File: src/rtl/dbs_pkg.sv
`timescale 1ns/1ps
// Shared types for the DRAM burst sequencer.
// Assumes beat counts never exceed 7 clocks, so a 3-bit counter suffices.
package dbs_pkg;
    localparam int CNT_W = 3;

    typedef enum logic [1:0] {
        K_BRD = 2'd0,
        K_BWR = 2'd1,
        K_SWR = 2'd2,
        K_REF = 2'd3
    } kind_e;

    typedef enum logic [2:0] {
        S_IDLE,
        S_ROW,
        S_COL,
        S_PRE,
        S_RCAS,
        S_RRAS
    } st_e;

    // Resolved timing of one cycle
    typedef struct packed {
        logic [CNT_W-1:0] first;  // first beat length, or refresh row pulse width
        logic [CNT_W-1:0] next;   // length of beats two to four
        logic             burst;  // four beats instead of one
        logic             wr;     // write cycle
        logic             refr;   // refresh cycle
    } tim_s;
endpackage

File: src/rtl/dbs_mode_sel.sv
`timescale 1ns/1ps
// Chooses the mode set by master type and turns the mode codes into clock
// counts for the requested cycle kind. Purely combinational.
// Assumes a read mode code of 3 is to be treated as the slowest mode.
module dbs_mode_sel
    import dbs_pkg::*;
(
    input  logic [1:0] kind,
    input  logic       alt,
    input  logic [1:0] cpu_rd_mode,
    input  logic       cpu_wr_slow,
    input  logic       cpu_sw_ws,
    input  logic [1:0] alt_rd_mode,
    input  logic       alt_wr_slow,
    input  logic       alt_sw_ws,
    input  logic       ref_long,
    output tim_s       tim
);
    logic [1:0] rd_code;
    logic [1:0] rd_sat;
    logic       wr_slow;
    logic       sw_ws;

    // Pick the mode set for this master
    always_comb begin
        rd_code = alt ? alt_rd_mode : cpu_rd_mode;
        wr_slow = alt ? alt_wr_slow : cpu_wr_slow;
        sw_ws   = alt ? alt_sw_ws   : cpu_sw_ws;
        rd_sat  = (rd_code == 2'd3) ? 2'd2 : rd_code;
    end

    // Translate mode codes into beat lengths
    always_comb begin
        tim = '0;
        case (kind_e'(kind))
            K_BRD: begin
                tim.first = 3'd3 + {1'b0, rd_sat};
                tim.next  = 3'd2 + {1'b0, rd_sat};
                tim.burst = 1'b1;
            end
            K_BWR: begin
                tim.first = 3'd3 + {2'b00, wr_slow};
                tim.next  = 3'd2 + {2'b00, wr_slow};
                tim.burst = 1'b1;
                tim.wr    = 1'b1;
            end
            K_SWR: begin
                tim.first = 3'd2 + {2'b00, sw_ws};
                tim.next  = 3'd2 + {2'b00, sw_ws};
                tim.wr    = 1'b1;
            end
            default: begin
                tim.first = 3'd3 + {2'b00, ref_long};
                tim.next  = 3'd3 + {2'b00, ref_long};
                tim.refr  = 1'b1;
            end
        endcase
    end
endmodule

File: src/rtl/dbs_parity.sv
`timescale 1ns/1ps
// Per-lane parity source: even parity over each byte when the block makes
// its own parity, otherwise the externally supplied bits.
// Assumes DATA_W is a multiple of eight.
module dbs_parity #(
    parameter int DATA_W = 32,
    localparam int LANES = DATA_W / 8
) (
    input  logic              gen,
    input  logic [DATA_W-1:0] data,
    input  logic [LANES-1:0]  par_in,
    output logic [LANES-1:0]  par_out
);
    genvar g;
    generate
        for (g = 0; g < LANES; g++) begin : g_lane
            // One lane: XOR of its byte makes the lane's one-count even
            assign par_out[g] = gen ? ^data[8*g +: 8] : par_in[g];
        end
    endgenerate
endmodule

File: src/rtl/dbs_fsm.sv
`timescale 1ns/1ps
// Cycle state machine: row phase, column beats, refresh and precharge.
// Captures the resolved timing plus the delay and precharge settings at
// acceptance, so later mode changes do not disturb a running cycle.
// Assumes every beat is at least two clocks long.
module dbs_fsm
    import dbs_pkg::*;
(
    input  logic       clk,
    input  logic       rst_n,
    input  logic       accept,
    input  tim_s       tim_in,
    input  logic       rc_long,
    input  logic       pre_long,
    output logic       idle,
    output logic       ras_n,
    output logic       cas_n,
    output logic       dwe_n,
    output logic       col_sel,
    output logic [1:0] beat,
    output logic       beat_rdy,
    output logic       cyc_end
);
    st_e              st;
    logic [CNT_W-1:0] cnt;
    tim_s             tl;
    logic             pre_l;
    logic             cnt_zero;
    logic             last_beat;
    logic [CNT_W-1:0] pre_load;

    assign cnt_zero  = (cnt == '0);
    assign last_beat = !tl.burst || (beat == 2'd3);
    assign pre_load  = pre_l ? CNT_W'(1) : CNT_W'(0);

    // Sequence the states and count clocks within each phase
    always_ff @(posedge clk) begin
        if (!rst_n) begin
            st    <= S_IDLE;
            cnt   <= '0;
            beat  <= 2'd0;
            tl    <= '0;
            pre_l <= 1'b0;
        end else begin
            case (st)
                S_IDLE: begin
                    if (accept) begin
                        tl    <= tim_in;
                        pre_l <= pre_long;
                        beat  <= 2'd0;
                        if (tim_in.refr) begin
                            st  <= S_RCAS;
                            cnt <= '0;
                        end else begin
                            st  <= S_ROW;
                            cnt <= rc_long ? CNT_W'(1) : CNT_W'(0);
                        end
                    end
                end
                S_ROW: begin
                    if (cnt_zero) begin
                        st  <= S_COL;
                        cnt <= tl.first - CNT_W'(1);
                    end else begin
                        cnt <= cnt - CNT_W'(1);
                    end
                end
                S_COL: begin
                    if (cnt_zero) begin
                        if (last_beat) begin
                            st  <= S_PRE;
                            cnt <= pre_load;
                        end else begin
                            beat <= beat + 2'd1;
                            cnt  <= tl.next - CNT_W'(1);
                        end
                    end else begin
                        cnt <= cnt - CNT_W'(1);
                    end
                end
                S_PRE: begin
                    if (cnt_zero) st <= S_IDLE;
                    else          cnt <= cnt - CNT_W'(1);
                end
                S_RCAS: begin
                    st  <= S_RRAS;
                    cnt <= tl.first - CNT_W'(1);
                end
                S_RRAS: begin
                    if (cnt_zero) begin
                        st  <= S_PRE;
                        cnt <= pre_load;
                    end else begin
                        cnt <= cnt - CNT_W'(1);
                    end
                end
                default: st <= S_IDLE;
            endcase
        end
    end

    // Decode strobes from the state and the phase counter
    always_comb begin
        idle     = (st == S_IDLE);
        ras_n    = !((st == S_ROW) || (st == S_COL) || (st == S_RRAS));
        cas_n    = !(((st == S_COL) && cnt_zero) || (st == S_RCAS) || (st == S_RRAS));
        dwe_n    = !((st == S_COL) && tl.wr);
        col_sel  = (st == S_COL);
        beat_rdy = (st == S_COL) && cnt_zero;
        cyc_end  = (beat_rdy && last_beat) || ((st == S_RRAS) && cnt_zero);
    end
endmodule

File: src/rtl/dram_burst_seq.sv
`timescale 1ns/1ps
// DRAM burst cycle sequencer top. Accepts one request when idle, resolves
// its timing from the mode set of its master, latches address and write
// parity, and multiplexes row and column onto the memory address.
// Assumes the address is split into equal row and column halves.
module dram_burst_seq
    import dbs_pkg::*;
#(
    parameter int MA_W   = 10,
    parameter int DATA_W = 32,
    localparam int LANES  = DATA_W / 8,
    localparam int ADDR_W = 2 * MA_W
) (
    input  logic              clk,
    input  logic              rst_n,
    input  logic [1:0]        cpu_rd_mode,
    input  logic              cpu_wr_slow,
    input  logic              cpu_sw_ws,
    input  logic [1:0]        alt_rd_mode,
    input  logic              alt_wr_slow,
    input  logic              alt_sw_ws,
    input  logic              rc_long,
    input  logic              pre_long,
    input  logic              ref_long,
    input  logic              req_valid,
    input  logic              req_alt,
    input  logic [1:0]        req_kind,
    input  logic [ADDR_W-1:0] req_addr,
    input  logic [DATA_W-1:0] req_wdata,
    input  logic [LANES-1:0]  req_wpar,
    output logic              req_ready,
    output logic              ras_n,
    output logic              cas_n,
    output logic              dwe_n,
    output logic              col_sel,
    output logic [MA_W-1:0]   ma,
    output logic [LANES-1:0]  wpar_out,
    output logic              beat_rdy,
    output logic              cyc_end
);
    tim_s              tim;
    logic              idle;
    logic              accept;
    logic [1:0]        beat;
    logic [LANES-1:0]  par_next;
    logic [ADDR_W-1:0] addr_l;

    assign req_ready = idle;
    assign accept    = req_valid && idle;

    dbs_mode_sel u_mode (
        .kind        (req_kind),
        .alt         (req_alt),
        .cpu_rd_mode (cpu_rd_mode),
        .cpu_wr_slow (cpu_wr_slow),
        .cpu_sw_ws   (cpu_sw_ws),
        .alt_rd_mode (alt_rd_mode),
        .alt_wr_slow (alt_wr_slow),
        .alt_sw_ws   (alt_sw_ws),
        .ref_long    (ref_long),
        .tim         (tim)
    );

    dbs_parity #(.DATA_W(DATA_W)) u_par (
        .gen     (req_alt),
        .data    (req_wdata),
        .par_in  (req_wpar),
        .par_out (par_next)
    );

    dbs_fsm u_fsm (
        .clk      (clk),
        .rst_n    (rst_n),
        .accept   (accept),
        .tim_in   (tim),
        .rc_long  (rc_long),
        .pre_long (pre_long),
        .idle     (idle),
        .ras_n    (ras_n),
        .cas_n    (cas_n),
        .dwe_n    (dwe_n),
        .col_sel  (col_sel),
        .beat     (beat),
        .beat_rdy (beat_rdy),
        .cyc_end  (cyc_end)
    );

    // Hold address and write parity for the duration of the cycle
    always_ff @(posedge clk) begin
        if (!rst_n) begin
            addr_l   <= '0;
            wpar_out <= '0;
        end else if (accept) begin
            addr_l   <= req_addr;
            wpar_out <= par_next;
        end
    end

    // Row half in the row phase, column half with beat-stepped low bits after
    always_comb begin
        if (col_sel) ma = {addr_l[MA_W-1:2], addr_l[1:0] + beat};
        else         ma = addr_l[ADDR_W-1:MA_W];
    end
endmodule

File: config.mk
export PLATFORM = sky130hd
export DESIGN_NAME = dram_burst_seq
export DESIGN_NICKNAME = d
export VERILOG_FILES = /design/src/rtl/dbs_pkg.sv /design/src/rtl/dbs_mode_sel.sv /design/src/rtl/dbs_parity.sv /design/src/rtl/dbs_fsm.sv /design/src/rtl/dram_burst_seq.sv
export SDC_FILE = /design/constraint.sdc
export NUM_CORES = 1
export LEC_CHECK = 0
export CORE_MARGIN = 2
export CORE_UTILIZATION = 36
export CTS_BUF_LIST = sky130_fd_sc_hd__clkbuf_4
export DETAILED_ROUTE_END_ITERATION = 16
export GPL_ROUTABILITY_DRIVEN = 0
export GPL_TIMING_DRIVEN = 0
export PLACE_DENSITY = 0.7
export SLEW_MARGIN = 30
export SYNTH_ARGS = -nofsm -noshare
export SYNTH_HDL_FRONTEND = slang
export SYNTH_SLANG_ARGS = --single-unit
File: constraint.sdc
create_clock -name clk -period 2.5 [get_ports clk]
set_input_delay 0.75 -clock clk [delete_from_list [all_inputs] [get_ports clk]]
set_output_delay 0.75 -clock clk [all_outputs]
set_load 0.02 [all_outputs]
Word-level counts from Yosys, hierarchy flattened
Cells that the tools add are included.
- flip-flop bits (word level): 41
- bits of input ports: 73
- word-level logic and storage cells: 103
- output and inout bits: 21
- mux-type cells: 34
- equal/unequal tests: 17
- $add $sub $neg: 11
- reductions and logical operators: 31
- operators by type and width (operator ; count):
    $mux 3 ; 14
    $pmux 3 s6 ; 2
    $reduce_xor 8->1 ; 4
    $pmux 6 s3 ; 1
    $add 2x1->3 const A ; 4
    $ne 2x1->1 const B ; 6
    $mux 1 ; 10
    $mux 10 ; 1
    $mux 2 ; 5
    $sub 3x1->3 const B ; 3
    $add 2x2->3 const A ; 2
    $eq 2x2->1 const B ; 3
    $eq 3x2->1 const B ; 2
    $eq 3x3->1 const B ; 2
    $logic_not 3->1 ; 2
    $logic_or 1x1->1 ; 6
    $reduce_and 6->1 ; 1
    $reduce_bool 6->1 ; 1
    $logic_and 1x1->1 ; 5
    $logic_not 1->1 ; 4
    $ne 2x2->1 const B ; 2
    $pmux 2 s2 ; 1
    $reduce_and 4->1 ; 1
    $reduce_or 2->1 ; 2
    other kinds (9) ; 9

Logic depth before layout (Yosys ltp)
Gate-level depths: netlist (run 1).
- depth after elaboration: 5
- mapped depth: 9

Hierarchy
A second synthesis (run 1) with hierarchy kept.
- cells, all modules: 344
- area total of the unflattened synthesis: 2884.0 um2
- by module, submodules not included (module ; instances ; cells an instance ; area each (um2)):
    dram_burst_seq ; 1 ; 122 ; 1213.7
    dbs_fsm ; 1 ; 147 ; 1122.3
    dbs_parity ; 1 ; 37 ; 284.0
    dbs_mode_sel ; 1 ; 38 ; 264.0

Least setup slack after synthesis (run 1)
Ideal clock, no wire load.
- path type: reg-to-output
- from: reg u_fsm.st[2]
- to: out cas_n
- data arrival time: 1.502 ns
- required time: 1.750 ns
- path buffers: 2
- setup slack: 0.248 ns
- cell stages (with the launch flop): 6
- cells stage by stage: dfxtp_1 -> buf_6 -> nor3b_4 -> buf_4 -> and2_1 -> a21oi_1
- longest elaborated chain between the ends: 5
- RTL lines (element ; line ; text):
    start: declaration ; dbs_fsm.sv:24 ; st_e st;
    start signal: assignment ; dbs_fsm.sv:39 ; st <= S_IDLE;
    start signal: assignment ; dbs_fsm.sv:52 ; st <= S_RCAS;
    start signal: assignment ; dbs_fsm.sv:55 ; st <= S_ROW;
    $eq 3x2->1 ; - ;
    net col_sel ; dram_burst_seq.sv:35 ; output logic col_sel,
    $logic_and 1x1->1 ; dbs_fsm.sv:106 ; cas_n = !(((st == S_COL) && cnt_zero) || (st == S_RCAS) || (st == S_RRAS));
    net beat_rdy ; dram_burst_seq.sv:38 ; output logic beat_rdy,
    $logic_or 1x1->1 (2 in a row) ; dbs_fsm.sv:106 ;
    $logic_not 1->1 ; dbs_fsm.sv:106 ;
    end: declaration ; dram_burst_seq.sv:33 ; output logic cas_n,
The timed path passes the listed nets, and every way through them passes these cells.

Final worst setup path (run 1)
- from: in req_kind[1]
- to: reg u_fsm.tl[8] (netlist name)
- longest elaborated chain between the ends: 2
- RTL lines (element ; line ; text):
    start: declaration ; dram_burst_seq.sv:27 ; input logic [1:0] req_kind,
    $eq 2x2->1 (tied with other cells) ; dbs_mode_sel.sv:35 ; case (kind_e'(kind))
    $pmux 6 s3 * ; dbs_mode_sel.sv:35 ;
    end signal: assignment ; dbs_fsm.sv:48 ; tl <= tim_in;
    end: declaration ; dbs_fsm.sv:26 ; tim_s tl;
Mark *: on every way between the ends. The rest lies on a longest branch, timed or not.
A chain may end at the register's enable or synchronous reset.

==> summary.txt, run 1 <==
run status -> completed
Final Total Pwr -> 3.06 mW
Worst Skew -> 11.2 ps
first-pass GRT wire length -> 10,500 microns
Req. time, crit path -> 2810 ps
final setup vio count -> 0
Buf+Inv Stages, Crit Path -> 2
CTS buffer count -> 5
crit share post-route -> 0.990
Multi-input gate area -> 1670 sq um
CTS root buffer -> clkbuf_4
DR pass1 iterations -> 4
worst skew pair latency -> 360 ps
post-synthesis sequential area ratio -> 0.312
most frequent CP cell -> ha_1
Post-Syn Nets -> 394
cells along the critical path -> clkdlybuf4s50_1, inv_1, ha_1, or2_2, ha_1, o311ai_0, o211a_1
site row count -> 31
Area growth syn-to-layout -> 43.4%
synth top area cells -> dfxtp_1 31%, xnor2_1 11%, nand2_1 8.7%, a21boi_0 6.6%, ha_1 5.2%
Post-Route WL -> 6640 microns
Post-DP HPWL -> 5070 microns
fin. max-slew vios -> 0
post-synthesis cell area -> 2630 sq um
Hold Path Class -> flop to flop
crit path DAT -> 2790 ps
Routed Antenna Nets -> 0
HP Start -> addr_l[18]$_SDFFE_PN0P_
antenna violations before repair -> 0
CP endpoint kind -> flop
hold_ws -> 475 ps
Reg clk slew, reported paths -> 140 ps
slowest stage delay, CP -> 550 ps
Port Buffers -> 91
DR iter-0 viols -> 85
vias per cell -> 4.83
number of global-route vias before repair -> 2,301
All-Layer GR Usage -> 0.169
fill count -> 699
CP Class -> input pin to flop
Core Area -> 7180 sq um
measured slew at the worst slew-check pin -> 565 ps
Post-Syn Area per Cell -> 8.48 sq um
DR vias -> 2,482
clk buf depth -> 2
H-tree Lvls -> 2
initial core utilization -> 0.367
top_reg_cell synth -> dfxtp_1
Async SR Flop Fraction -> 0
fin crit period -> 2480 ps
diodes inserted -> 0
fmax -> 404 MHz
CTS tree -> done
Max IR drop VDD -> 0.000273 V
Warnings, synthesis -> 0
Lkg Pwr -> 1.52 nW
pin count of the biggest net entering global routing -> 15
Finished Layout Cells -> 514
dominant cell type by area after synthesis -> dfxtp_1
worst reg2reg path startpoint -> u_fsm.cnt[0]$_SDFFE_PN0P_
Power Dens Cells -> 811 nW/um^2
Yosys reg bits -> 41
share of the synthesized area in the top cell type -> 0.312
unrepaired setup endpoints after global routing -> no
gr ovfl total -> 0
# IOs -> 94
EDFF count, synth -> 0
Top delay family on crit path -> compound AO/OA/AOI/OAI gates
crit path max fanout -> 6
register area -> 830 sq um
CP startpoint -> req_kind[1]
Fin. Hold Viols -> 0
Die H -> 89.5 microns
CTS Sinks -> 41
fraction of layout cells with a size suffix above 1 -> 0.169
DR WL/cell -> 12.9 microns
slowest CP cell -> clkdlybuf4s50_1
die extent in x -> 89.5 microns
DP Cell Count -> 500
Cell variety after synth -> 51
layout net count -> 498
Max-Cap Viols -> 0
relative slew slack -> 0.623
die area -> 8000 sq um
Post-Syn Instances -> 310
CP Launch Type -> input pin
DRC Markers -> 0
[final cells by class]
type                            instances  share of cell area
Clock buffer                            5             0.00995
Tap cell                               99              0.0328
Sequential cell                        41               0.220
Clock inverter                          3              0.0116
Multi-Input combinational cell        238               0.443
Timing Repair Buffer                  100               0.248
Inverter                               13              0.0129
Buffer                                 15              0.0216
[Yosys cell counts (5+ instances only)]
master,n
mux2_2,11
a21oi_1,13
clkbuf_1,7
inv_1,12
buf_2,5
dfxtp_1,41
ha_1,11
o21ai_0,8
a21boi_0,23
nand3_1,11
xnor2_1,32
nand2_1,61
nor2_1,6
nor2b_1,5
[flip-flops by register name (all words and copies together) (netlist names)]
signal / cells
addr_l: 20
u_fsm.beat: 2
u_fsm.cnt: 3
u_fsm.pre_l: 1
u_fsm.st: 3
u_fsm.tl: 8
wpar_out: 4
[stage by stage]
stage	setup slack [ps]	area, sq um	util	TNS, ps
after floorplan	248	2630	-	0
after global placement	-382	3660	0.511	-3900
after detailed placement	-343	3660	0.511	-3420
after CTS	-78.6	3780	0.527	-169
after global routing	2.28	3770	0.526	0
final	24.3	3770	0.526	0
[per-layer routing]
metal | GRT usage | wire length, microns
met5 | 0 | 0
met4 | 0.0502 | 79
met3 | 0.0416 | 431
met2 | 0.279 | 3130
met1 | 0.219 | 3000
[path summary, 6_finish.rpt]
path	cells after the start	slack [ps]	to
hold reg to reg	2	470	addr_l[18]$_SDFFE_PN0P_
setup / recovery	7	20	u_fsm.tl[8]$_SDFFE_PN0P_
setup reg to reg	7	780	u_fsm.cnt[1]$_SDFFE_PN0P_
hold / removal	2	470	addr_l[18]$_SDFFE_PN0P_
[worst min-delay path, cell delays in order, from the launching register on]
cell	delay (ps)
dfxtp_1	330
nand2_1	50
a21boi_0	60
[cells by family (layout without fill, tap and decap cells)]
logic type      after synthesis  count (layout)  share of synthesized area
flops                        41              41                      0.312
compound gates               73              73                      0.199
fa+ha+maj                    11              11                     0.0523
simple gates                107             107                      0.208
mux                          15              15                     0.0623
xor+xnor                     32              32                      0.107
buf+inv                      31             136                     0.0595
[placed cells by master (no fill, tap or decap), types with 3 or more instances in the layout]
cell type / count
clkdlybuf4s50_1: 74
nand2_1: 61
dfxtp_1: 36
xnor2_1: 32
a21boi_0: 23
buf_2: 14
a21oi_1: 13
inv_1: 12
nand3_1: 11
ha_1: 10
mux2_2: 9
o21ai_0: 8
buf_4: 8
clkbuf_1: 7
buf_6: 6
nor2_1: 6
clkbuf_4: 5
mux2i_1: 4
and2_1: 4
nand4b_1: 4
o211ai_1: 4
o211a_1: 4
dlygate4sd2_1: 4
dfxtp_2: 4
nor2b_1: 3
[power by group]
| part | internal (mW) | switching [mW] |
|---|---|---|
| Combinational | 0.791 | 0.882 |
| Clock | 0.213 | 0.239 |
| Sequential | 0.814 | 0.120 |
| Total | 1.82 | 1.24 |
[what timing repair did]
item                                    CTS  global route
hold buffers                              0             0
resized for setup                        64            10
setup buffers                             7             2
gates cloned                              0             0
endpoints found under the setup margin   17            13
Power figures use the tool's default switching activity.
==> run 2: changes to the inputs <==
--- a/config.mk
+++ b/config.mk
@@ -5,6 +5,7 @@
 export SDC_FILE = /design/constraint.sdc
 export NUM_CORES = 1
 export LEC_CHECK = 0
+export CAP_MARGIN = 20
 export CORE_MARGIN = 2
 export CORE_UTILIZATION = 36
 export CTS_BUF_LIST = sky130_fd_sc_hd__clkbuf_4
==> results of run 2 <==
Final layout, timing and power as in run 1 (identical DEF).
==> run 3: changes to the inputs <==
--- a/config.mk
+++ b/config.mk
@@ -6,7 +6,7 @@
 export NUM_CORES = 1
 export LEC_CHECK = 0
 export CAP_MARGIN = 20
-export CORE_MARGIN = 2
+export CORE_MARGIN = 3
 export CORE_UTILIZATION = 36
 export CTS_BUF_LIST = sky130_fd_sc_hd__clkbuf_4
 export DETAILED_ROUTE_END_ITERATION = 16
==> summary.txt, run 3 (same netlist as run 1, synthesis figures left out) <==
CP Class -> flop to primary output
final setup vio count -> 0
DR pass1 iterations -> 6
CTS tree -> done
antenna violations before repair -> 0
crit path max fanout -> 4
DR vias -> 2,535
All-Layer GR Usage -> 0.163
Sw Share -> 0.401
Hold Path Stages -> 2
CP startpoint -> u_fsm.st[2]$_SDFFE_PN0P_
fill count -> 667
die area -> 8370 sq um
crit path DAT -> 1720 ps
Max-Cap Viols -> 0
reg2reg path depth -> 7
max reg flops -> 20
layout net count -> 503
number of global-route vias before repair -> 2,508
pin count of the biggest net entering global routing -> 15
Req. time, crit path -> 1750 ps
Fin. Hold Viols -> 0
initial core utilization -> 0.379
relative slew slack -> 0.652
# IOs -> 94
Register-to-Register Setup Slack -> 800 ps
Port Buffers -> 91
Area growth syn-to-layout -> 47.7%
Core Area -> 6940 sq um
Power Dens Cells -> 826 nW/um^2
vias per cell -> 4.91
sequential share of power -> 0.286
Place WS -> -377 ps
CP endpoint kind -> primary output
r2r endpoint -> u_fsm.cnt[1]$_SDFFE_PN0P_
Largest regs -> addr_l: 20 flops, u_fsm.tl: 8 flops, wpar_out: 4 flops
worst reg2reg path startpoint -> u_fsm.cnt[0]$_SDFFE_PN0P_
Max IR drop VDD -> 0.000302 V
Largest Register -> addr_l
measured slew at the worst slew-check pin -> 522 ps
Post-DP HPWL -> 5230 microns
post-route core utilization -> 0.559
Final TNS setup -> 0 ps
most common cell after layout, fill and taps aside -> clkdlybuf4s50_1
Final Total Pwr -> 3.21 mW
most frequent cells in the layout -> 74 x clkdlybuf4s50_1, 61 x nand2_1, 38 x dfxtp_1
H-tree Lvls -> 2
Reg clk slew, reported paths -> 140 ps
unrepaired setup endpoints after global routing -> yes
Worst Skew -> 5.49 ps
Hold Path Class -> flop to flop
CTS buffer count -> 5
DR WL/cell -> 13.8 microns
fin crit period -> 2470 ps
hold_buf cts -> 0
die extent in x -> 91.5 microns
fmax -> 405 MHz
CP Launch Type -> flop
DR iter-0 viols -> 78
Sw Pwr -> 1.29 mW
slowest CP cell -> dfxtp_4
Worst Setup Slack, final -> 31.8 ps
first-pass GRT wire length -> 11,300 microns
slowest stage delay, CP -> 380 ps
Routed Antenna Nets -> 0
internal power -> 1.92 mW
Die H -> 91.5 microns
site row count -> 30
worst skew pair latency -> 350 ps
diodes inserted -> 0
crit share post-route -> 0.987
cells along the critical path -> nor3b_4, buf_6, buf_4, mux2_2, buf_2
gr ovfl total -> 0
WHS Endpoint -> addr_l[15]$_SDFFE_PN0P_
Comb power frac -> 0.573
DRC Markers -> 0
HP Start -> addr_l[15]$_SDFFE_PN0P_
clk buf depth -> 2
Lkg Pwr -> 1.57 nW
CTS Sinks -> 41
CTS root buffer -> clkbuf_4
run status -> completed
fin. max-slew vios -> 0
fraction of layout cells with a size suffix above 1 -> 0.174
Clk pwr share -> 0.140
Post-Route WL -> 7110 microns
-- run 3: cell count changes in the layout (fill, tap and decap cells not counted), sizes merged --
cell / change
clkdlybuf4s15: -1
buf: +5
clkbuf: +1
-- run 3: worst max-delay path by stage --
stage,slack (ps),endpoint
after floorplan,250,cas_n
after global placement,-390,ma[8]
after detailed placement,-380,ma[8]
after CTS,-90,ma[0]
after global routing,-30,ma[7]
final,30,ma[7]
-- run 3: worst max-delay path: cells and delay by family, from the launching register on --
| kind | cells | cell delay (ps) |
|---|---|---|
| buffers and inverters | 3 | 420 |
| flip-flops | 1 | 380 |
| multiplexers | 1 | 320 |
| AND/OR/NAND/NOR | 1 | 260 |
-- run 3: per-layer routing --
layer,vias to the layer above,wire (microns),GRT usage
li1,1282,-,-
met1,1170,3040,0.189
met2,73,3570,0.296
met3,10,411,0.0398
met4,0,95,0.0452
met5,-,0,0
-- run 3: area by class of cell --
class	count	area (sq um)	share of cell area
Buffer	15	81.3	0.0209
Clock buffer	5	37.5	0.00966
Clock inverter	3	43.8	0.0113
Inverter	13	48.8	0.0126
Multi-Input combinational cell	238	1690	0.436
Sequential cell	41	827	0.213
Tap cell	96	120	0.0309
Timing Repair Buffer	105	1030	0.266
-- run 3: repair_timing --
action	4_1_cts	5_1_grt
buffers inserted	11	3
cloned	1	0
pin swaps	1	1
setup endpoints to repair	17	13
resized for setup	64	29
hold endpoints to repair	0	0
-- run 3: through the flow --
stage / instance area (sq um) / instances / hold WS, ps
6_report: 3880 / 516 / 475
5_1_grt: 3880 / 516 / 504
4_1_cts: 3830 / 517 / 474
3_5_place_dp: 3660 / 497 / 455
3_3_place_gp: 3660 / 497 / 449
2_1_floorplan: 2630 / 310 / 440
-- run 3: power by group through the flow --
stage / sequential, mW / clock (mW) / combinational, mW
2_1_floorplan: 0.906 / 0 / 1.12
3_3_place_gp: 0.901 / 0 / 1.67
3_5_place_dp: 0.909 / 0 / 1.69
4_1_cts: 0.902 / 0.452 / 1.79
5_1_grt: 0.940 / 0.490 / 2.01
6_report: 0.919 / 0.450 / 1.84
